[config.mk]
export PLATFORM = sky130hd
export DESIGN_NAME = aclo_frame_tx
export DESIGN_NICKNAME = d
export VERILOG_FILES = /design/src/rtl/aclo_pkg.sv /design/src/rtl/aclo_bit_timer.sv /design/src/rtl/aclo_req_stage.sv /design/src/rtl/aclo_slot_pack.sv /design/src/rtl/aclo_frame_tx.sv
export SDC_FILE = /design/constraint.sdc
export NUM_CORES = 1
export LEC_CHECK = 0
export ABC_CLOCK_PERIOD_IN_PS = 2550
export BUFFER_PORTS_ARGS = -buffer_cell sky130_fd_sc_hd__buf_4
export CORE_MARGIN = 8
export CORE_UTILIZATION = 60
export CTS_BUF_LIST = sky130_fd_sc_hd__clkbuf_8
export DETAILED_ROUTE_END_ITERATION = 8
export HOLD_SLACK_MARGIN = 0.1
export PLACE_DENSITY = 0.82
export SLEW_MARGIN = 20
export SYNTH_ARGS = -nofsm -noshare
export SYNTH_HDL_FRONTEND = slang
export SYNTH_SLANG_ARGS = --single-unit
[constraint.sdc]
create_clock -name clk_i -period 2.55 [get_ports clk_i]
set_input_delay 0.51 -clock clk_i [delete_from_list [all_inputs] [get_ports clk_i]]
set_output_delay 0.51 -clock clk_i [all_outputs]
set_load 0.01 [all_outputs]
[src/rtl/aclo_pkg.sv]
package aclo_pkg;

   localparam int TAG_W      = 16;
   localparam int SLOT_W     = 20;
   localparam int DATA_SLOTS = 12;
   localparam int NUM_WORDS  = DATA_SLOTS + 1;
   localparam int FRAME_LEN  = TAG_W + DATA_SLOTS * SLOT_W;
   localparam int ADDR_W     = 7;
   localparam int CDATA_W    = 16;
   localparam int CMD_W      = 1 + ADDR_W + CDATA_W;
   localparam int SLOT_IW    = $clog2(NUM_WORDS);
   localparam int BIT_IW     = $clog2(SLOT_W);

   // slot order on the wire (the receiver decodes by position)
   localparam int S_TAG   = 0;
   localparam int S_CMDA  = 1;
   localparam int S_CMDD  = 2;
   localparam int S_LEFT  = 3;
   localparam int S_RIGHT = 4;

   // tag bit positions
   localparam int TAG_FRAME = 15;
   localparam int TAG_CMDA  = 14;
   localparam int TAG_CMDD  = 13;
   localparam int TAG_LEFT  = 12;
   localparam int TAG_RIGHT = 11;

   typedef struct packed {
      logic                 rd;
      logic [ADDR_W-1:0]    addr;
      logic [CDATA_W-1:0]   data;
   } cmd_t;

endpackage

[src/rtl/aclo_bit_timer.sv]
module aclo_bit_timer
   import aclo_pkg::*;
(
   input  logic               clk_i,
   input  logic               rst_n_i,
   output logic [SLOT_IW-1:0] slot_o,
   output logic [BIT_IW-1:0]  bit_o,
   output logic               last_o,
   output logic               sync_win_o
);

   localparam logic [SLOT_IW-1:0] LAST_SLOT = SLOT_IW'(NUM_WORDS - 1);
   localparam logic [BIT_IW-1:0]  TAG_TOP   = BIT_IW'(TAG_W - 1);
   localparam logic [BIT_IW-1:0]  SLOT_TOP  = BIT_IW'(SLOT_W - 1);

   // reset parks the counters on the final frame bit, so the first edge
   // out of reset is a frame boundary
   always_ff @(posedge clk_i) begin
      if (!rst_n_i) begin
         slot_o <= LAST_SLOT;
         bit_o  <= '0;
      end else if (bit_o == '0) begin
         if (slot_o == LAST_SLOT) begin
            slot_o <= '0;
            bit_o  <= TAG_TOP;
         end else begin
            slot_o <= slot_o + 1'b1;
            bit_o  <= SLOT_TOP;
         end
      end else begin
         bit_o <= bit_o - 1'b1;
      end
   end

   assign last_o = (slot_o == LAST_SLOT) && (bit_o == '0);

   // marker is high for the bit time before tag bit 15 and the 15 tag bit
   // times after it (output register adds one bit time)
   assign sync_win_o = last_o || ((slot_o == '0) && (bit_o != '0));

   p_slot_range_r1: assert property (@(posedge clk_i) disable iff (!rst_n_i)
      slot_o <= LAST_SLOT);

   p_tag_bits_r1: assert property (@(posedge clk_i) disable iff (!rst_n_i)
      (slot_o == '0) |-> (bit_o <= TAG_TOP));

   p_wrap_r1: assert property (@(posedge clk_i) disable iff (!rst_n_i)
      last_o |=> ((slot_o == '0) && (bit_o == TAG_TOP)));

   p_step_r1: assert property (@(posedge clk_i) disable iff (!rst_n_i)
      (bit_o != '0) |=> ((bit_o == $past(bit_o) - 1'b1) && $stable(slot_o)));

endmodule

[src/rtl/aclo_req_stage.sv]
module aclo_req_stage #(
   parameter int W = 8
) (
   input  logic         clk_i,
   input  logic         rst_n_i,
   input  logic         valid_i,
   input  logic [W-1:0] data_i,
   output logic         ready_o,
   input  logic         load_i,
   output logic         air_vld_o,
   output logic [W-1:0] air_data_o
);

   if (W < 1) begin : g_bad_w
      $error("aclo_req_stage: W must be positive");
   end

   logic         pend_vld;
   logic [W-1:0] pend_data;

   assign ready_o = !pend_vld;

   always_ff @(posedge clk_i) begin
      if (!rst_n_i) begin
         pend_vld   <= 1'b0;
         pend_data  <= '0;
         air_vld_o  <= 1'b0;
         air_data_o <= '0;
      end else begin
         if (load_i) begin
            air_vld_o  <= pend_vld;
            air_data_o <= pend_vld ? pend_data : '0;
            pend_vld   <= 1'b0;
         end
         // acceptance on a boundary edge lands in pending, not on air
         if (valid_i && !pend_vld) begin
            pend_vld  <= 1'b1;
            pend_data <= data_i;
         end
      end
   end

   p_ready_drop_r8: assert property (@(posedge clk_i) disable iff (!rst_n_i)
      (valid_i && ready_o) |=> !ready_o);

   p_pend_hold_r8: assert property (@(posedge clk_i) disable iff (!rst_n_i)
      (!ready_o && !load_i) |=> (!ready_o && $stable(pend_data)));

   p_air_load_r9: assert property (@(posedge clk_i) disable iff (!rst_n_i)
      (load_i && !ready_o) |=> (air_vld_o && ready_o == !$past(valid_i && ready_o)));

   p_air_stable_r9: assert property (@(posedge clk_i) disable iff (!rst_n_i)
      !load_i |=> ($stable(air_vld_o) && $stable(air_data_o)));

endmodule

[src/rtl/aclo_slot_pack.sv]
module aclo_slot_pack
   import aclo_pkg::*;
#(
   parameter int SAMPLE_W = 20
) (
   input  logic                                cmd_vld_i,
   input  cmd_t                                cmd_i,
   input  logic                                pcm_vld_i,
   input  logic [SAMPLE_W-1:0]                 left_i,
   input  logic [SAMPLE_W-1:0]                 right_i,
   output logic [NUM_WORDS-1:0][SLOT_W-1:0]    words_o
);

   localparam int PAD_W = SLOT_W - SAMPLE_W;

   logic [TAG_W-1:0]              tag;
   logic [1:0][SAMPLE_W-1:0]      smp;
   logic [1:0][SLOT_W-1:0]        just;

   always_comb begin
      tag            = '0;
      tag[TAG_CMDA]  = cmd_vld_i;
      tag[TAG_CMDD]  = cmd_vld_i && !cmd_i.rd;
      tag[TAG_LEFT]  = pcm_vld_i;
      tag[TAG_RIGHT] = pcm_vld_i;
      tag[TAG_FRAME] = cmd_vld_i || pcm_vld_i;
   end

   assign words_o[S_TAG]  = {{(SLOT_W - TAG_W){1'b0}}, tag};
   assign words_o[S_CMDA] = cmd_vld_i ?
                            {cmd_i.rd, cmd_i.addr, {(SLOT_W - 1 - ADDR_W){1'b0}}} : '0;
   assign words_o[S_CMDD] = (cmd_vld_i && !cmd_i.rd) ?
                            {cmd_i.data, {(SLOT_W - CDATA_W){1'b0}}} : '0;

   assign smp[0] = left_i;
   assign smp[1] = right_i;

   for (genvar ch = 0; ch < 2; ch++) begin : g_chan
      if (PAD_W == 0) begin : g_full
         assign just[ch] = smp[ch];
      end else begin : g_pad
         assign just[ch] = {smp[ch], {PAD_W{1'b0}}};
      end
      assign words_o[S_LEFT + ch] = pcm_vld_i ? just[ch] : '0;
   end

   for (genvar s = S_RIGHT + 1; s < NUM_WORDS; s++) begin : g_rsvd
      assign words_o[s] = '0;
   end

endmodule

[src/rtl/aclo_frame_tx.sv]
module aclo_frame_tx
   import aclo_pkg::*;
#(
   parameter int SAMPLE_W = 20
) (
   input  logic                clk_i,
   input  logic                rst_n_i,
   input  logic                cmd_valid_i,
   output logic                cmd_ready_o,
   input  logic                cmd_read_i,
   input  logic [ADDR_W-1:0]   cmd_addr_i,
   input  logic [CDATA_W-1:0]  cmd_wdata_i,
   input  logic                pcm_valid_i,
   output logic                pcm_ready_o,
   input  logic [SAMPLE_W-1:0] pcm_left_i,
   input  logic [SAMPLE_W-1:0] pcm_right_i,
   output logic                sync_o,
   output logic                sdata_o
);

   if (SAMPLE_W < 1 || SAMPLE_W > SLOT_W) begin : g_bad_sample
      $error("aclo_frame_tx: SAMPLE_W must lie in 1..SLOT_W");
   end
   if (TAG_W > SLOT_W || 1 + ADDR_W > SLOT_W || CDATA_W > SLOT_W) begin : g_bad_fmt
      $error("aclo_frame_tx: field does not fit a slot");
   end
   if (FRAME_LEN != 256) begin : g_bad_len
      $error("aclo_frame_tx: frame must be 256 bit times");
   end

   localparam int PCM_W = 2 * SAMPLE_W;

   logic [SLOT_IW-1:0]             slot_idx;
   logic [BIT_IW-1:0]              bit_idx;
   logic                           frame_last;
   logic                           sync_win;
   cmd_t                           cmd_in;
   cmd_t                           air_cmd;
   logic                           air_cmd_vld;
   logic [PCM_W-1:0]               air_pcm;
   logic                           air_pcm_vld;
   logic [NUM_WORDS-1:0][SLOT_W-1:0] words;
   logic                           cur_bit;

   aclo_bit_timer u_timer (
      .clk_i      (clk_i),
      .rst_n_i    (rst_n_i),
      .slot_o     (slot_idx),
      .bit_o      (bit_idx),
      .last_o     (frame_last),
      .sync_win_o (sync_win)
   );

   assign cmd_in = '{rd: cmd_read_i, addr: cmd_addr_i, data: cmd_wdata_i};

   aclo_req_stage #(.W(CMD_W)) u_cmd_stage (
      .clk_i      (clk_i),
      .rst_n_i    (rst_n_i),
      .valid_i    (cmd_valid_i),
      .data_i     (cmd_in),
      .ready_o    (cmd_ready_o),
      .load_i     (frame_last),
      .air_vld_o  (air_cmd_vld),
      .air_data_o (air_cmd)
   );

   aclo_req_stage #(.W(PCM_W)) u_pcm_stage (
      .clk_i      (clk_i),
      .rst_n_i    (rst_n_i),
      .valid_i    (pcm_valid_i),
      .data_i     ({pcm_left_i, pcm_right_i}),
      .ready_o    (pcm_ready_o),
      .load_i     (frame_last),
      .air_vld_o  (air_pcm_vld),
      .air_data_o (air_pcm)
   );

   aclo_slot_pack #(.SAMPLE_W(SAMPLE_W)) u_pack (
      .cmd_vld_i (air_cmd_vld),
      .cmd_i     (air_cmd),
      .pcm_vld_i (air_pcm_vld),
      .left_i    (air_pcm[PCM_W-1:SAMPLE_W]),
      .right_i   (air_pcm[SAMPLE_W-1:0]),
      .words_o   (words)
   );

   always_comb begin
      cur_bit = 1'b0;
      for (int s = 0; s < NUM_WORDS; s++) begin
         if (slot_idx == SLOT_IW'(s)) cur_bit = words[s][bit_idx];
      end
   end

   always_ff @(posedge clk_i) begin
      if (!rst_n_i) begin
         sync_o  <= 1'b0;
         sdata_o <= 1'b0;
      end else begin
         sync_o  <= sync_win;
         sdata_o <= cur_bit;
      end
   end

   p_sync_rise_r1: assert property (@(posedge clk_i) disable iff (!rst_n_i)
      frame_last |=> $rose(sync_o));

   p_first_bit_r2: assert property (@(posedge clk_i) disable iff (!rst_n_i)
      $rose(sync_o) |=> (sdata_o == $past(air_cmd_vld || air_pcm_vld)));

   p_tag_rsvd_r3: assert property (@(posedge clk_i) disable iff (!rst_n_i)
      ((slot_idx == SLOT_IW'(S_TAG)) && (bit_idx < BIT_IW'(TAG_RIGHT))) |=> !sdata_o);

   p_rd_slot2_zero_r5: assert property (@(posedge clk_i) disable iff (!rst_n_i)
      ((slot_idx == SLOT_IW'(S_CMDD)) && !(air_cmd_vld && !air_cmd.rd)) |=> !sdata_o);

   p_reserved_r7: assert property (@(posedge clk_i) disable iff (!rst_n_i)
      (slot_idx > SLOT_IW'(S_RIGHT)) |=> !sdata_o);

endmodule

==> results.cfg <==
[run_status]
status = finished, final reports clean

[sta]
slew_headroom_pct = 50.3
setup_viol = 0
finalCritPeriodShare_pct = 85.5
rsz0062_at_grt = no
fmax_mhz = 459
hold_viol = 0
finalClockSkew_ns = 0.0107
tightest_slew_ns = 0.744
fin_crit_ns = 2.18
setup_tns_ns = 0
slew_violations = 0
postLayoutSetupSlackWorst_ns = 0.370

[critical_path]
timing.rr.start = u_timer.bit_o[0]$_SDFF_PN0_
worstSetupStartpointType = flop
reg2reg_depth = 8
rrSetupSlack_ns = 0.37
path_class = flop to flop
cp.required_ns = 2.86
path_max_fanout = 25
reg2reg_to = u_cmd_stage.air_data_o[4]$_SDFFE_PN0P_
cp.arrival_ns = 2.49
end_kind = flop

[drt]
wire_per_inst_um = 15.3
ant_nets = 0
drt_pass1_iterations = 7
drc = 0
num_vias = 5199
routed_wl_mm = 14.0
drtIter0Drc = 343
vias_per_cell = 5.69

[clocking]
post_cts_resized = 0
cts.clk_slew.worst_paths_ns = 0.08
cts-root-buf = clkbuf_8
cts_setup_buffers = 0
cts_tree = yes
cts_inserted_buffers = 17
cts_buffer_depth = 2
insertion_delay_ns = 0.45
h-tree-depth = 4
cts.sinks = 143
holdBufCountCts = 0

[yosys]
synth_ff_type = dfxtp_1
synth.net_count = 796
yosysTopAreaCellShare_pct = 45.7
synth_cells = 723
synth_cell_type_count = 46
yosysSeqAreaShare_pct = 45.7
synthArstFlopShare_pct = 0
yosys.area.top_type = dfxtp_1
synth.area.top_cells = dfxtp_1, a21boi_0, nand2_1, nand3_1, mux4_1
yosys-top-cells-count = nand2_1, dfxtp_1, a21boi_0
synth_area_um2 = 6270
synth.most_common_cell = nand2_1
synth_edf_count = 0
yosys_warnings = 0
ys_seq_elements = 143
avgSynthCellArea_um2 = 8.67

[cells_and_area]
finalNetCount = 839
fillers = 772
syn_to_final_growth_pct = 16.4
layout-drive-gt1-share_pct = 16.8
multi_input_area_um2 = 3080
diodes = 0
seqCellArea_um2 = 2860

[die]
dieArea_um2 = 14000
pin_count = 72
die_w_um = 118
die_h_um = 118
core_area_um2 = 10200
start_util_pct = 61.3
rows = 37

[worst_hold_path]
hold_end = u_cmd_stage.pend_data[12]$_SDFFE_PN0P_
min_from = cmd_wdata_i[12]
hp-class = input port to flop
holdPathStages = 3

[pwr]
p_per_area_nw_per_um2 = 879
p_int_w = 0.00433
power.leakage_nw = 2.70
power.share.clock_pct = 34.3
peakVddDrop_v = 0.000904
p_sw_share_pct = 32.4
combPwrFrac_pct = 24.3
switchingPower_w = 0.00208
seqPwrFrac_pct = 41.4

[place]
gp_congestion = 0.898
portBuffers = 71
place_ws_ns = 0.456
dp_hpwl_mm = 9.19

[global_routing]
grt_pass1_wl_mm = 24.0
grt_start_max_net_pins = 79
grtUsageTotal_pct = 20.5
grt_overflow = 0
grt_pass1_vias = 5260
antenna_found_initial = 0

[flow_run]
maxCapViolations = 0
[per-layer routing]
metal | routed length (µm) | track usage, %
met4 | 274 | 8.97
met2 | 6780 | 34.0
met1 | 6350 | 24.8
met5 | 0 | 0
met3 | 570 | 5.09
[worst max-delay path: stages, from the launching register on]
cell and delay, ns:
dfxtp_1 0.31, buf_4 0.19, inv_1 0.12, ha_1 0.23, nor4b_4 0.41, nand4_1 0.25, buf_4 0.30, nand2_1 0.10
a21boi_0 0.12
[final cells by class]
type | instances | share of cell area (%)
multi-input combinational | 511 | 42.2
sequential | 143 | 39.2
timing repair buffer | 86 | 9.02
clock buffer | 21 | 3.96
clock inverter | 10 | 2.83
tap | 136 | 2.33
inverter | 7 | 0.360
[registers in the layout, indices dropped and copies added, names as in the netlist]
name and cells:
u_timer.bit_o 5, u_pcm_stage.pend_data 40, u_cmd_stage.air_vld_o 1, u_pcm_stage.pend_vld 1, u_pcm_stage.air_vld_o 1, u_cmd_stage.pend_vld 1
u_pcm_stage.air_data_o 40, sync_o 1, u_cmd_stage.air_data_o 24, u_cmd_stage.pend_data 24, u_timer.slot_o 4, sdata_o 1
[kinds of logic (layout without fill, tap and decap cells)]
kind of cell    after synthesis  count (layout)  synth area share, %
simple gates                314             314                 21.5
compound gates              171             171                 20.3
flops                       143             143                 45.7
buf+inv                      69             124                 5.27
mux                          19              19                 5.99
fa+ha+maj                     5               5                0.998
xor+xnor                      2               2                0.280
[how the worst max path moves through the flow]
stage,depth (start not counted),from,endpoint
final,8,u_timer.bit_o[0]$_SDFF_PN0_,u_cmd_stage.air_data_o[4]$_SDFFE_PN0P_
after global routing,8,u_timer.bit_o[0]$_SDFF_PN0_,u_cmd_stage.air_data_o[4]$_SDFFE_PN0P_
after CTS,8,u_timer.bit_o[0]$_SDFF_PN0_,u_cmd_stage.air_data_o[4]$_SDFFE_PN0P_
after detailed placement,8,u_timer.bit_o[0]$_SDFF_PN0_,u_cmd_stage.air_data_o[4]$_SDFFE_PN0P_
after global placement,8,u_timer.bit_o[0]$_SDFF_PN0_,u_cmd_stage.air_data_o[22]$_SDFFE_PN0P_
after floorplan,10,u_timer.bit_o[1]$_SDFF_PN0_,u_cmd_stage.air_data_o[15]$_SDFFE_PN0P_
[power groups by stage]
stage	logic (W)	clock network [W]	registers, W
final	0.00156	0.00220	0.00265
after global routing	0.00173	0.00233	0.00268
after CTS	0.00155	0.00221	0.00264
after detailed placement	0.00154	0	0.00269
after global placement	0.00150	0	0.00268
after floorplan	0.00133	0	0.00254
[metrics by stage]
stage / cells / area, µm² / util [%] / power (W) / hold slack [ns]
finish: 914 / 7290 / 71.3 / 0.00641 / 0.312
global route: 914 / 7290 / 71.3 / 0.00673 / 0.308
CTS: 914 / 7290 / 71.3 / 0.00641 / 0.295
detailed placement: 883 / 6800 / 66.5 / 0.00422 / 0.439
global placement: 883 / 6800 / 66.5 / 0.00418 / 0.435
floorplan: 723 / 6270 / - / 0.00387 / 0.426
[cell usage in the layout (no fill, tap or decap), types with 2 or more instances in the layout]
| cell | Yosys | final |
|---|---|---|
| and2_1 | 2 | 2 |
| o22ai_1 | 4 | 4 |
| ha_1 | 5 | 5 |
| nand3_1 | 70 | 70 |
| inv_1 | 7 | 7 |
| dfxtp_1 | 143 | 143 |
| a21oi_1 | 6 | 6 |
| a21boi_1 | 19 | 19 |
| clkbuf_8 | 0 | 21 |
| nand2_1 | 214 | 214 |
| mux2_2 | 4 | 4 |
| bufinv_16 | 0 | 6 |
| o31ai_1 | 3 | 3 |
| o21ai_0 | 8 | 8 |
| mux4_2 | 4 | 4 |
| a211oi_1 | 2 | 2 |
| buf_4 | 4 | 85 |
| nor3_1 | 2 | 2 |
| nor2b_1 | 10 | 9 |
| xnor2_1 | 2 | 2 |
| mux4_1 | 8 | 8 |
| nand4_1 | 3 | 3 |
| o211ai_1 | 3 | 3 |
| nor2_1 | 6 | 6 |
| a21boi_0 | 113 | 113 |
| o31a_1 | 2 | 2 |
| mux2i_1 | 3 | 3 |
| clkinv_2 | 0 | 2 |
(Power assumes the default switching activity.)
